$ cat config.mk
export PLATFORM = sky130hd
export DESIGN_NAME = interval_timer
export DESIGN_NICKNAME = d
export VERILOG_FILES = /design/src/rtl/itmr_pkg.sv /design/src/rtl/itmr_regs.sv /design/src/rtl/itmr_prescaler.sv /design/src/rtl/itmr_counter.sv /design/src/rtl/interval_timer.sv
export SDC_FILE = /design/constraint.sdc
export NUM_CORES = 1
export LEC_CHECK = 0
export ABC_AREA = 1
export BUFFER_PORTS_ARGS = -buffer_cell sky130_fd_sc_hd__buf_2
export CORE_MARGIN = 2
export CORE_UTILIZATION = 56
export DETAILED_ROUTE_END_ITERATION = 16
export PLACE_DENSITY_LB_ADDON = 0.2
export SLEW_MARGIN = 40
export SYNTH_ARGS = -nofsm -noshare
export SYNTH_HDL_FRONTEND = slang
export SYNTH_SLANG_ARGS = --single-unit
$ cat constraint.sdc
create_clock -name clk_i -period 1.9 [get_ports clk_i]
set_input_delay 0.095 -clock clk_i [delete_from_list [all_inputs] [get_ports clk_i]]
set_output_delay 0.095 -clock clk_i [all_outputs]
set_load 0.005 [all_outputs]
$ cat src/rtl/itmr_pkg.sv
package itmr_pkg;
  localparam int unsigned ADDR_W = 5;

  localparam logic [ADDR_W-1:0] OFS_CTRL   = 5'h00;
  localparam logic [ADDR_W-1:0] OFS_LIM_LO = 5'h08;
  localparam logic [ADDR_W-1:0] OFS_LIM_HI = 5'h0C;
  localparam logic [ADDR_W-1:0] OFS_CNT_LO = 5'h10;
  localparam logic [ADDR_W-1:0] OFS_CNT_HI = 5'h14;
  localparam logic [ADDR_W-1:0] OFS_DIV    = 5'h18;

  localparam int unsigned BIT_RUN  = 0;
  localparam int unsigned BIT_ONCE = 1;
  localparam int unsigned BIT_IEN  = 8;

  typedef struct packed {
    logic ien;
    logic once;
    logic run;
  } ctrl_t;
endpackage

$ cat src/rtl/itmr_regs.sv
module itmr_regs
  import itmr_pkg::*;
#(
  parameter int unsigned BUS_W = 16,
  parameter int unsigned DIV_W = 16,
  localparam int unsigned CNT_W = 2 * BUS_W
) (
  input  logic              clk_i,
  input  logic              rst_ni,
  input  logic              wr_i,
  input  logic [ADDR_W-1:0] addr_i,
  input  logic [BUS_W-1:0]  wdata_i,
  input  logic              once_done_i,
  output ctrl_t             ctrl_o,
  output logic [CNT_W-1:0]  limit_o,
  output logic [DIV_W-1:0]  div_o,
  output logic              ctrl_wr_o,
  output logic              start_o
);
  ctrl_t ctrl_q;
  logic [DIV_W-1:0] div_q;

  assign ctrl_wr_o = wr_i && (addr_i == OFS_CTRL);
  assign start_o   = ctrl_wr_o && (wdata_i[BIT_RUN] || wdata_i[BIT_ONCE]);

  always_ff @(posedge clk_i or negedge rst_ni) begin
    if (!rst_ni) begin
      ctrl_q <= '0;
    end else if (ctrl_wr_o) begin
      ctrl_q.run  <= wdata_i[BIT_RUN];
      ctrl_q.once <= wdata_i[BIT_ONCE];
      ctrl_q.ien  <= wdata_i[BIT_IEN];
    end else if (once_done_i) begin
      ctrl_q.once <= 1'b0;
    end
  end

  // one register per limit half, offsets 4 bytes apart
  for (genvar h = 0; h < 2; h++) begin : g_lim
    logic [BUS_W-1:0] half_q;
    always_ff @(posedge clk_i or negedge rst_ni) begin
      if (!rst_ni) half_q <= '1;
      else if (wr_i && (addr_i == OFS_LIM_LO + ADDR_W'(4 * h))) half_q <= wdata_i;
    end
    assign limit_o[h*BUS_W +: BUS_W] = half_q;
  end

  always_ff @(posedge clk_i or negedge rst_ni) begin
    if (!rst_ni) div_q <= '0;
    else if (wr_i && (addr_i == OFS_DIV)) div_q <= wdata_i[DIV_W-1:0];
  end

  assign ctrl_o = ctrl_q;
  assign div_o  = div_q;
endmodule

$ cat src/rtl/itmr_prescaler.sv
module itmr_prescaler #(
  parameter int unsigned DIV_W = 16
) (
  input  logic             clk_i,
  input  logic             rst_ni,
  input  logic             active_i,
  input  logic             restart_i,
  input  logic [DIV_W-1:0] div_i,
  output logic             tick_o
);
  logic [DIV_W-1:0] pre_q;
  logic             wrap;

  assign wrap   = (pre_q >= div_i);
  assign tick_o = active_i && !restart_i && wrap;

  always_ff @(posedge clk_i or negedge rst_ni) begin
    if (!rst_ni)                  pre_q <= '0;
    else if (restart_i || !active_i || wrap) pre_q <= '0;
    else                          pre_q <= pre_q + 1'b1;
  end
endmodule

$ cat src/rtl/itmr_counter.sv
module itmr_counter #(
  parameter int unsigned CNT_W = 32
) (
  input  logic             clk_i,
  input  logic             rst_ni,
  input  logic             tick_i,
  input  logic             restart_i,
  input  logic             periodic_i,
  input  logic [CNT_W-1:0] limit_i,
  output logic [CNT_W-1:0] count_o,
  output logic             hit_o
);
  logic [CNT_W-1:0] cnt_q;

  assign hit_o   = tick_i && (cnt_q == limit_i);
  assign count_o = cnt_q;

  always_ff @(posedge clk_i or negedge rst_ni) begin
    if (!rst_ni)        cnt_q <= '0;
    else if (restart_i) cnt_q <= '0;
    else if (hit_o) begin
      if (periodic_i) cnt_q <= '0;   // single run holds at the limit
    end else if (tick_i) cnt_q <= cnt_q + 1'b1;
  end
endmodule

$ cat src/rtl/interval_timer.sv
module interval_timer
  import itmr_pkg::*;
#(
  parameter int unsigned BUS_W = 16,
  parameter int unsigned DIV_W = 16,
  localparam int unsigned CNT_W = 2 * BUS_W
) (
  input  logic              clk_i,
  input  logic              rst_ni,
  input  logic [ADDR_W-1:0] addr_i,
  input  logic              wr_i,
  input  logic              rd_i,
  input  logic [BUS_W-1:0]  wdata_i,
  output logic [BUS_W-1:0]  rdata_o,
  output logic              irq_o
);
  ctrl_t            ctrl_w;
  logic [CNT_W-1:0] lim_w;
  logic [CNT_W-1:0] cnt_w;
  logic [DIV_W-1:0] div_w;
  logic             ctrl_wr_w, start_w, tick_w, hit_w, active_w;
  logic [BUS_W-1:0] shadow_q;
  logic             irq_q;

  assign active_w = ctrl_w.run || ctrl_w.once;

  itmr_regs #(.BUS_W(BUS_W), .DIV_W(DIV_W)) u_regs (
    .clk_i, .rst_ni, .wr_i, .addr_i, .wdata_i,
    .once_done_i (hit_w && !ctrl_w.run),
    .ctrl_o      (ctrl_w),
    .limit_o     (lim_w),
    .div_o       (div_w),
    .ctrl_wr_o   (ctrl_wr_w),
    .start_o     (start_w)
  );

  itmr_prescaler #(.DIV_W(DIV_W)) u_pre (
    .clk_i, .rst_ni,
    .active_i  (active_w),
    .restart_i (start_w),
    .div_i     (div_w),
    .tick_o    (tick_w)
  );

  itmr_counter #(.CNT_W(CNT_W)) u_cnt (
    .clk_i, .rst_ni,
    .tick_i     (tick_w),
    .restart_i  (start_w),
    .periodic_i (ctrl_w.run),
    .limit_i    (lim_w),
    .count_o    (cnt_w),
    .hit_o      (hit_w)
  );

  always_ff @(posedge clk_i or negedge rst_ni) begin
    if (!rst_ni)                               shadow_q <= '0;
    else if (rd_i && (addr_i == OFS_CNT_LO))   shadow_q <= cnt_w[CNT_W-1:BUS_W];
  end

  // control write wins over a coincident hit
  always_ff @(posedge clk_i or negedge rst_ni) begin
    if (!rst_ni)                  irq_q <= 1'b0;
    else if (ctrl_wr_w)           irq_q <= 1'b0;
    else if (hit_w && ctrl_w.ien) irq_q <= 1'b1;
  end
  assign irq_o = irq_q;

  always_comb begin
    rdata_o = '0;
    unique case (addr_i)
      OFS_CTRL: begin
        rdata_o[BIT_RUN]  = ctrl_w.run;
        rdata_o[BIT_ONCE] = ctrl_w.once;
        rdata_o[BIT_IEN]  = ctrl_w.ien;
      end
      OFS_LIM_LO: rdata_o = lim_w[BUS_W-1:0];
      OFS_LIM_HI: rdata_o = lim_w[CNT_W-1:BUS_W];
      OFS_CNT_LO: rdata_o = cnt_w[BUS_W-1:0];
      OFS_CNT_HI: rdata_o = shadow_q;
      OFS_DIV:    rdata_o = BUS_W'(div_w);
      default:    rdata_o = '0;
    endcase
  end
endmodule

After elaboration in Yosys (flattened, before gate mapping). Cells that the tools add are included.

Flip-flop bits (word level): 116. Logic and storage cells: 56. Input bits: 25.

Multiplexer cells: 13. $lt $le $gt $ge: 1. Add/subtract/negate cells: 2. Equality and inequality tests: 7. Reduce and logical (&&, ||, !) cells: 23.

Operator list (count): $mux 32 (4); $pmux 7 s5 (1); $add 32x1->32 const B (1); $eq 32x32->1 (1); $pmux 6 s5 (1); $add 16x1->16 const B (1); $ge 16x16->1 (1); $mux 16 (1); $eq 5x5->1 const B (3); $pmux 2 s6 (1); $logic_and 1x1->1 (11); $eq 5x4->1 const B (2); $pmux 1 s6 (1); $logic_not 5->1 (1); $logic_or 1x1->1 (4); $mux 1 (4); $reduce_bool 2->1 (2); $logic_not 1->1 (3); $ne 3x1->1 const B (1); $reduce_bool 3->1 (1); $reduce_and 2->1 (1).

Logic depth before layout (Yosys ltp). Gate-level depths: netlist of the first run.

Depth after elaboration: 10. Depth in mapped cells: 17.

By module. Synthesis of the first run repeated with hierarchy kept, for this count alone.

Cells, all modules: 1319. Area total of the unflattened synthesis: 8649.5 sq um.

By module, submodules not included: itmr_counter (sequential area each 800.8 sq um, area each 3482.1 sq um, cells each 634, instances 1); itmr_regs (sequential area each 1316.3 sq um, area each 2252.2 sq um, cells each 242, instances 1); interval_timer (sequential area each 425.4 sq um, area each 1669.1 sq um, cells each 288, instances 1); itmr_prescaler (sequential area each 400.4 sq um, area each 1246.2 sq um, cells each 155, instances 1).

Worst setup path before layout of the first run. No wires, ideal clock.

Kind: flip-flop to flip-flop. Start point: reg u_pre.pre_q[7]. End point: reg u_cnt.cnt_q[24], in the netlist u_cnt.count_o[24]. Cell stages (with the launch flop): 16. Required time: 1.782 ns. Setup slack: 0.039 ns. Setup time: 0.118 ns. Arrival: 1.744 ns. Cell sequence: dfrtp_1 > ha_1 > nand2_1 > inv_1 > nand2_1 > nor2_1 > nor2_1 > nand2_1 > nand2_1 > nand2_1 > nand2_4 > nor2_4 > nand2_1 > buf_2 > nand3b_1 > nand2_1.

Longest elaborated chain between the ends: 5.

RTL lines: start, declared (line itmr_prescaler.sv:11) `logic [DIV_W-1:0] pre_q;`; start signal, assigned (line itmr_prescaler.sv:20) `else pre_q <= pre_q + 1'b1;`; $ge 16x16->1 * (line itmr_prescaler.sv:14) `assign wrap = (pre_q >= div_i);`; $logic_and 1x1->1 * (line itmr_prescaler.sv:15) `assign tick_o = active_i && !restart_i && wrap;`; $logic_and 1x1->1 (line itmr_counter.sv:15) `assign hit_o = tick_i && (cnt_q == limit_i);`; $ne 3x1->1 (no source line), or another cell as far along; $reduce_and 2->1 (no source line) or $mux 32 (tied branches); end signal, assigned (line itmr_counter.sv:23) `end else if (tick_i) cnt_q <= cnt_q + 1'b1;`; end, declared (line itmr_counter.sv:13) `logic [CNT_W-1:0] cnt_q;`.

Every way passes the cells marked *; elsewhere a longest branch is shown, timed or not. A chain may end at the register's enable or synchronous reset.

Worst setup path in the final report of the first run.
Start point: reg u_regs.div_q[15], in the netlist u_regs.div_o[15]. End point: reg u_cnt.cnt_q[27], in the netlist u_cnt.count_o[27].

Longest elaborated chain between the ends: 5.

RTL lines: start, declared (line itmr_regs.sv:21) `logic [DIV_W-1:0] div_q;`; start signal, assigned (line itmr_regs.sv:50) `else if (wr_i && (addr_i == OFS_DIV)) div_q <= wdata_i[DIV_W-1:0];`; $ge 16x16->1 * (line itmr_prescaler.sv:14); $logic_and 1x1->1 * (line itmr_prescaler.sv:15); $logic_and 1x1->1 (line itmr_counter.sv:15); $ne 3x1->1 (no source line), or another cell as far along; $reduce_and 2->1 (no source line) or $mux 32 (tied branches).

Marks and branches as above.

==> results of run 1 <==
-- area by class of cell --
| class | count | area share |
|---|---|---|
| inverters | 143 | 0.05556 |
| clock inverters | 9 | 0.01096 |
| multi-input cells | 751 | 0.4145 |
| repair buffers | 176 | 0.1439 |
| well taps | 176 | 0.02269 |
| flip-flops and latches | 116 | 0.3036 |
| clock buffers | 22 | 0.04886 |
-- per-layer routing --
layer	GRT usage	share of wire	up-vias
met5	0	0	-
met4	0.1198	0.023	0
met3	0.06944	0.072	44
met2	0.5532	0.48	341
met1	0.4579	0.42	3642
li1	-	-	3666
-- cells by family after synthesis --
logic type,synth area share
buffers and inverters,0.09668
xor gates and xnor gates,0.04252
DFF,0.3968
and+or+nand+nor,0.3283
muxes,0.001518
adders and majority gates,0.03037
AOI/OAI and AO/OA,0.1038
-- synthesized netlist by cell type (3+ instances only) --
| cell type | count | area, µm² |
|---|---|---|
| nor2_1 | 89 | 334.1 |
| nor3b_1 | 7 | 52.55 |
| xnor2_1 | 12 | 105.1 |
| buf_6 | 3 | 33.78 |
| clkinv_1 | 5 | 18.77 |
| nand2_1 | 320 | 1201 |
| o2111ai_1 | 3 | 26.28 |
| dfrtp_1 | 84 | 2102 |
| nor2_4 | 6 | 67.56 |
| o21ai_1 | 7 | 35.03 |
| ha_1 | 18 | 225.2 |
| nand3b_1 | 7 | 52.55 |
| a21oi_1 | 25 | 125.1 |
| clkbuf_1 | 19 | 71.32 |
| nor3_1 | 15 | 75.07 |
| inv_1 | 119 | 446.7 |
| dfstp_2 | 32 | 840.8 |
| o21ai_0 | 78 | 390.4 |
| a211oi_1 | 3 | 22.52 |
| inv_2 | 19 | 71.32 |
| nor2_2 | 8 | 50.05 |
| buf_2 | 8 | 40.04 |
| nor3_2 | 3 | 30.03 |
| xor2_1 | 24 | 210.2 |
| buf_4 | 4 | 30.03 |
| nand4_1 | 16 | 100.1 |
| nand3_1 | 80 | 400.4 |
| o221ai_1 | 9 | 78.83 |
-- final timing paths --
| check | to | slack, ns | cells after the start |
|---|---|---|---|
| max in group asynchronous | u_cnt.count_o[31] | 1.09 | 3 |
| min | irq_o | 0.11 | 4 |
| min reg2reg | shadow_q[8] | 0.49 | 2 |
| max | u_cnt.count_o[27] | -0.20 | 13 |
| min in group asynchronous | u_cnt.count_o[30] | 0.30 | 3 |
| max reg2reg | u_cnt.count_o[27] | -0.20 | 13 |
-- what timing repair did --
action	CTS	global route
endpoints found under the setup margin	35	44
gates resized for setup	21	53
gates cloned	0	3
endpoints found under the hold margin	113	0
hold buffers	17	0
buffers inserted	5	6
pin swaps	12	15
-- registers in the layout, indices dropped and copies added, names as in the netlist --
register / flops
u_pre.pre_q: 16
shadow_q: 16
irq_o: 1
u_regs.ctrl_o: 3
u_regs.g_lim.half_q: 32
u_regs.div_o: 16
u_cnt.count_o: 32
-- power groups by stage --
stage,registers [mW],logic [mW],clock network [mW]
CTS,3.15,1.92,3.22
global placement,3.17,1.74,0
finish,3.16,2.13,3.21
global route,3.20,2.37,3.32
detailed placement,3.18,1.78,0
floorplan,3.08,1.17,0
-- worst min-delay path, cell delays in order --
cell    delay, ns
buf_2        0.13
inv_1        0.09
nor2_4       0.08
nor2_1       0.10
-- cell usage in the layout (no fill, tap or decap), types with 3 or more instances in the layout --
cell / n
clkinv_1: 5
buf_6: 14
nor2_2: 9
nor3_2: 5
inv_1: 115
o21ai_0: 77
clkinvlp_4: 3
dfrtp_2: 3
nor3b_2: 4
buf_2: 40
nor3_1: 11
a211oi_1: 3
nand4_1: 16
o21ai_1: 8
xnor2_1: 12
dlygate4sd3_1: 17
a21oi_1: 22
ha_4: 4
ha_1: 14
xor2_1: 24
inv_2: 22
dfstp_2: 32
nand3b_1: 7
clkbuf_8: 3
a21oi_2: 3
clkbuf_16: 18
dfrtp_1: 81
nand3_1: 66
o2111ai_1: 3
nand2_1: 312
nor2_1: 86
buf_4: 99
nor2_4: 8
buf_12: 5
o221ai_1: 9
clkinv_2: 3
nand2_2: 8
nand3_2: 15
-- per-stage QoR --
stage / hold WS [ns] / cells / setup WS, ns / setup TNS, ns / util
floorplan: -0.2006 / 1045 / 0.03854 / 0 / -
global placement: 0.2338 / 1331 / -0.1922 / -4.761 / 0.6507
detailed placement: 0.2379 / 1331 / -0.2164 / -5.785 / 0.6507
CTS: 0.1080 / 1384 / -0.1627 / -4.140 / 0.7178
global route: 0.1116 / 1393 / -0.3110 / -9.411 / 0.7417
finish: 0.1112 / 1393 / -0.1989 / -5.449 / 0.7417
==> reports/metrics.cfg, run 1 <==
[flow_run]
drv_cap=0

[critical_path]
critPathSlowestCell=dfrtp_1
r2r-start=u_regs.div_o[15]
crit_start=u_regs.div_o[15]
end_kind=register
critPathArrivalTime_ns=2.46
critical_path_class=register to register
cp_cell_sequence=inv_1, ha_1, a21oi_1, o21ai_0, a21oi_2, nand2_4, nand2_8, inv_4, o21ai_4, buf_6, clkbuf_16, nand3_1, nand2_1
max_stage_delay_ns=0.35
critPathTopFamily=compound AO/OA/AOI/OAI gates
critPathMaxFanout=5
cp.required_ns=2.26
crit_buf_inv=4
crit_path_start_kind=register

[floorplanning]
ios=42
fp.dieH_um=119.1
start_util=0.5667
rows=42
core_um2=13090
fp.dieW_um=119.1
dieArea_um2=14180

[routing]
vias=7693
wl_per_cell_um=17.27
avgViaCountPerCell=5.523
dr.pass1.iters=5
drc_errors=0
wl_um=24060
postRouteAntennaNets=0
drt_iter0_drc=802

[timing]
setup_violations=34
slew_headroom=0.5715
finalMaxSlewViolations=0
final-hold-violation-count=0
setup_slack_ns=-0.1989
fmaxAchievable_mhz=476.4
rsz0062_at_grt=yes
finalCritPeriodShare=1.105
worst_pin_slew_ns=0.6428
finalClockSkew_ns=0.01177
min_period_ns=2.099

[cells_and_area]
multi_input_area_um2=4023
n_fill_cell=1017
drive_above_1_share=0.2597
ff_latch_area_um2=2947
n_antenna_cell=0
num-nets-final=1248
syn_to_final_growth_pct=30.88
finalInstanceArea_um2=9706

[synth]
synth-seq-cells=116
synth_cell_type_count=44
synth_edf_count=0
ys.flop_type=dfrtp_1
synthesis.area_um2=7416
yosysWarnings=0
yosysSeqAreaShare=0.3968
synth_area_per_cell_um2=7.097
syn_inst=1045
synth_fp_nets=1088
async_flop_share=1.000

[power]
p_sw_mw=2.693
peakVddDrop_mv=0.6904
sw_frac_of_total=0.3169
seq_power_share=0.372
p_leak_nw=4.772
clockPowerShare=0.378
internal_power_mw=5.804
comb_power_share=0.250
p_total_mw=8.497
p_per_area_nw_per_um2=875.5

[global_routing]
grt_pass1_wl_um=37520
grt_max_degree=117
overflow=0
grt_pass1_vias=7312
grt_usage=0.3419
antenna_found_initial=0

[placement]
gp_congestion=0.9739
dpl.hpwl_um=16790
place_area_um2=8514
portBuffers=41

[clock_tree]
clockRootBuffer=clkbuf_16
cts_tree=built
clkTransAtPathRegs_ns=0.05
cts.sinks=116
clockBufferDepth=2
htree_levels=4
cts-buffers-inserted=17
insertion_delay_ns=0.43

[run_status]
violations=negative setup slack
status=finished with violations

[worst_hold_path]
worstHoldPathType=primary input to register
holdCritStartpoint=wr_i

No activity file was read; power rests on OpenSTA's default activity.
==> run 2: changes to the inputs <==
--- a/config.mk
+++ b/config.mk
@@ -8,10 +8,10 @@
 export ABC_AREA = 1
 export BUFFER_PORTS_ARGS = -buffer_cell sky130_fd_sc_hd__buf_2
 export CORE_MARGIN = 2
-export CORE_UTILIZATION = 56
+export CORE_UTILIZATION = 62
 export DETAILED_ROUTE_END_ITERATION = 16
 export PLACE_DENSITY_LB_ADDON = 0.2
-export SLEW_MARGIN = 40
 export SYNTH_ARGS = -nofsm -noshare
 export SYNTH_HDL_FRONTEND = slang
+export SYNTH_HIERARCHICAL = 1
 export SYNTH_SLANG_ARGS = --single-unit
==> constraint.sdc (replaced) <==
create_clock -name clk_i -period 2.2 [get_ports clk_i]
set_input_delay 0.11 -clock clk_i [delete_from_list [all_inputs] [get_ports clk_i]]
set_output_delay 0.11 -clock clk_i [all_outputs]
set_load 0.005 [all_outputs]
==> run 2 against run 1 <==
  * The flow still finishes with violations (negative setup slack)
  * Global-route usage is 6.7 points higher
  * Cell count is 16% higher
  * Sequential power is 18% higher
  * Sequential share of layout area is 1.8 points lower
  * Clock power is 13% lower
  * Core utilization is 0.75 points higher
  * Synthesized cell count is 26% higher
  * First-iteration DRC count is 63% higher
  * Clock-buffer cell count is 2 lower
  * Cell area is 6.3% higher
  * Critical endpoint is now u_cnt/count_o[14]
  * Largest power group is now combinational logic
==> reports/metrics.cfg, run 2 <==
[floorplanning]
core_um2=13770  ; +5.3%
ios=42  ; unchanged
fp.dieW_um=122.1  ; +2.6%
start_util=0.6280  ; +0.06125
fp.dieH_um=122.1  ; +2.6%
rows=43  ; +2.4%
dieArea_um2=14910  ; +5.2%

[synth]
synth-xor-area-share=0.04658  ; +0.004062
synth_cell_type_count=33  ; -25%
yosysTopAreaCellShare=0.2430  ; -0.04043
synth_most_common_cell=nand2_1
synth_edf_count=0  ; unchanged
async_flop_share=1.000  ; unchanged
yosys-top-cells-area=dfrtp_1 (24%), nand2_1 (21%), dfstp_2 (9.7%)
yosysWarnings=6  ; +6
synth-seq-cells=116  ; unchanged
yosys.area.top_type=dfrtp_1
ys.flop_type=dfrtp_1
synth_fp_nets=1362  ; +25%
synthesis.area_um2=8650  ; +17%
synth_fa_ha_area_frac=0.02604  ; -0.004332
muxShareOfSynthArea=0  ; -0.001518
synth_compound_area_frac=0.01403  ; -0.08973
synth_area_per_cell_um2=6.558  ; -7.6%
synth-simple-area-share=0.4518  ; +0.1234
yosysSeqAreaShare=0.3402  ; -0.05660
syn_inst=1319  ; +26%
synth_top_family_by_area=simple AND/OR/NAND/NOR gates
synth_commonest_cells=nand2_1 (495), inv_1 (167), nor2_1 (155), nand4_1 (91), dfrtp_1 (84)

[critical_path]
r2r-start=u_pre/pre_q[14]
max_stage_delay_ns=0.41  ; +0.06 ns
critical_path_class=register to register
cp_cell_sequence=ha_4, nand4_1, nor2_2, nand2_2, a21boi_4, nand3_2, nor2_1, nand2_1, nor2_2, nand3_2, nand2_4, clkbuf_16, nor2_1, nand2_1, nand2_1
critPathMaxFanout=15  ; +10
cp.required_ns=2.51  ; +0.25 ns
crit_path_start_kind=register
end_kind=register
critPathArrivalTime_ns=2.91  ; +0.45 ns
cp_common_cell=nand2_1
crit_start=u_pre/pre_q[14]
critPathSlowestCell=dfrtp_1

[worst_hold_path]
holdCritStartpoint=wdata_i[1]
worstHoldPathType=primary input to register

[timing]
finalCritPeriodShare=1.183  ; +0.07822
slew_headroom=0.6016  ; +0.03013
fmaxAchievable_mhz=384.3  ; -19%
finalMaxSlewViolations=0  ; unchanged
final-hold-violation-count=0  ; unchanged
setup_slack_ns=-0.4024  ; -0.2035 ns
worst_pin_slew_ns=0.5976  ; -0.04519 ns
finalClockSkew_ns=0.01472  ; +0.002954 ns
setup_violations=34  ; unchanged
min_period_ns=2.602  ; +0.5035 ns
rsz0062_at_grt=yes

[clock_tree]
clockBufferDepth=2  ; unchanged
cts_tree=built
clockRootBuffer=clkbuf_16
htree_levels=4  ; unchanged
clkTransAtPathRegs_ns=0.06  ; about the same
cts-buffers-inserted=17  ; unchanged
cts.sinks=116  ; unchanged
insertion_delay_ns=0.43  ; about the same

[cells_and_area]
num-nets-final=1470  ; +18%
layout_common_cells=nand2_1 (492), inv_1 (166), nor2_1 (143)
drive_above_1_share=0.1951  ; -0.06452
layout_commonest_cell=nand2_1
syn_to_final_growth_pct=19.31
multi_input_area_um2=4781  ; +19%
instances_no_fill=1621  ; +16%
n_fill_cell=1107  ; +8.8%
ff_latch_area_um2=2943  ; -0.13%

[run_status]
violations=negative setup slack
status=finished with violations

[routing]
drt_iter0_drc=1310  ; +63%
dr.pass1.iters=6  ; +1
postRouteAntennaNets=0  ; unchanged
avgViaCountPerCell=5.756  ; +4.2%
drc_errors=0  ; unchanged
wl_um=30220  ; +26%
wl_per_cell_um=18.64  ; +7.9%
vias=9331  ; +21%

[placement]
portBuffers=41  ; unchanged
gp_congestion=1.042  ; +7.0%
place_ws_ns=-0.2797  ; -0.06332 ns
dpl.hpwl_um=21550  ; +28%
dp_cells=1566  ; +18%

[global_routing]
overflow=0  ; unchanged
grt_pass1_vias=8585  ; +17%
grt_pass1_wl_um=45580  ; +21%
antenna_found_initial=1  ; +1
grt_max_degree=48  ; -59%
grt_usage=0.4087  ; +0.06676

[power]
peakVddDrop_mv=0.8223  ; +19%
p_leak_nw=5.444  ; +14%
p_per_area_nw_per_um2=1025  ; +17%

[flow_run]
drv_cap=0  ; unchanged

[run 2: cell types whose count changed in the layout (fill, tap and decap cells not counted), sizes merged, moves of 5 or more]
cell,delta
a21oi,-19
buf,-34
inv,+42
nand2,+184
nand3,+5
nand4,+75
nor2,+80
nor3,-8
nor3b,-6
o21ai,-76
o221ai,-9
xor2,+14
[run 2: area by class of cell]
cell class              count  area share
multi-input cells         971      0.4633
flip-flops and latches    116      0.2852
repair buffers            141      0.1071
inverters                 180     0.06559
clock buffers              20     0.04425
well taps                 180     0.02182
clock inverters            12     0.01261
diodes                      1   0.0002425
[run 2: layer usage]
metal / wire length (µm) / up-vias / track usage
met4: 1569 / 0 / 0.2040
li1: - / 4318 / -
met5: 0 / - / 0
met3: 3061 / 109 / 0.08474
met2: 13410 / 563 / 0.6292
met1: 12190 / 4341 / 0.5466
[run 2: what timing repair did]
action	4_1_cts	5_1_grt
hold buffers	15	0
gates cloned	0	2
gates resized for setup	8	21
setup endpoints to repair	34	34
pin swaps	9	17
hold endpoints to repair	53	0
buffers inserted	3	3
[run 2: final timing paths]
path	cells after the start	end	slack, ns
setup / recovery	15	u_cnt/count_o[14]	-0.40
min in group asynchronous	2	u_cnt/count_o[30]	0.23
max in group asynchronous	3	u_regs/g_lim[1].half_q[15]	1.22
hold reg to reg	2	shadow_q[4]	0.49
setup reg to reg	15	u_cnt/count_o[14]	-0.40
hold / removal	3	u_regs/ctrl_o[1]	0.01
[run 2: cells by family (layout without fill, tap and decap cells)]
kind of cell,after synthesis,count (layout)
adder cells (fa/ha/maj),18,18
buffers and inverters,232,353
AND/OR/NAND/NOR,885,885
other,0,1
flip-flops,116,116
AO/OA/AOI/OAI,22,22
XOR/XNOR,46,46
[run 2: per-stage QoR]
step           power (mW)  area [µm²]  hold slack [ns]  TNS, ns    util
2_1_floorplan       6.014        8661          -0.1856        0       -
3_3_place_gp        7.377        9374           0.1292   -5.553  0.6806
3_5_place_dp        7.467        9374           0.1412   -8.502  0.6806
4_1_cts             10.31       10150         0.008459   -8.608  0.7368
5_1_grt             11.23       10320         0.008367   -16.63  0.7491
6_report            10.58       10320          0.01281   -11.85  0.7493
[run 2: report_power, final]
| group | leakage [nW] | internal (mW) | switching (mW) |
|---|---|---|---|
| clock network | 0.274 | 1.72 | 1.07 |
| logic | 3.72 | 1.54 | 2.52 |
| registers | 1.45 | 2.76 | 0.973 |
| total | 5.44 | 6.02 | 4.56 |
[run 2: worst max-delay path: cells and delay by family (launching register included)]
kind	cells	cell delay (ns)
flip-flops	1	0.41
buffers and inverters	1	0.20
AO/OA/AOI/OAI	1	0.24
adder cells (fa/ha/maj)	1	0.28
AND/OR/NAND/NOR	12	1.35
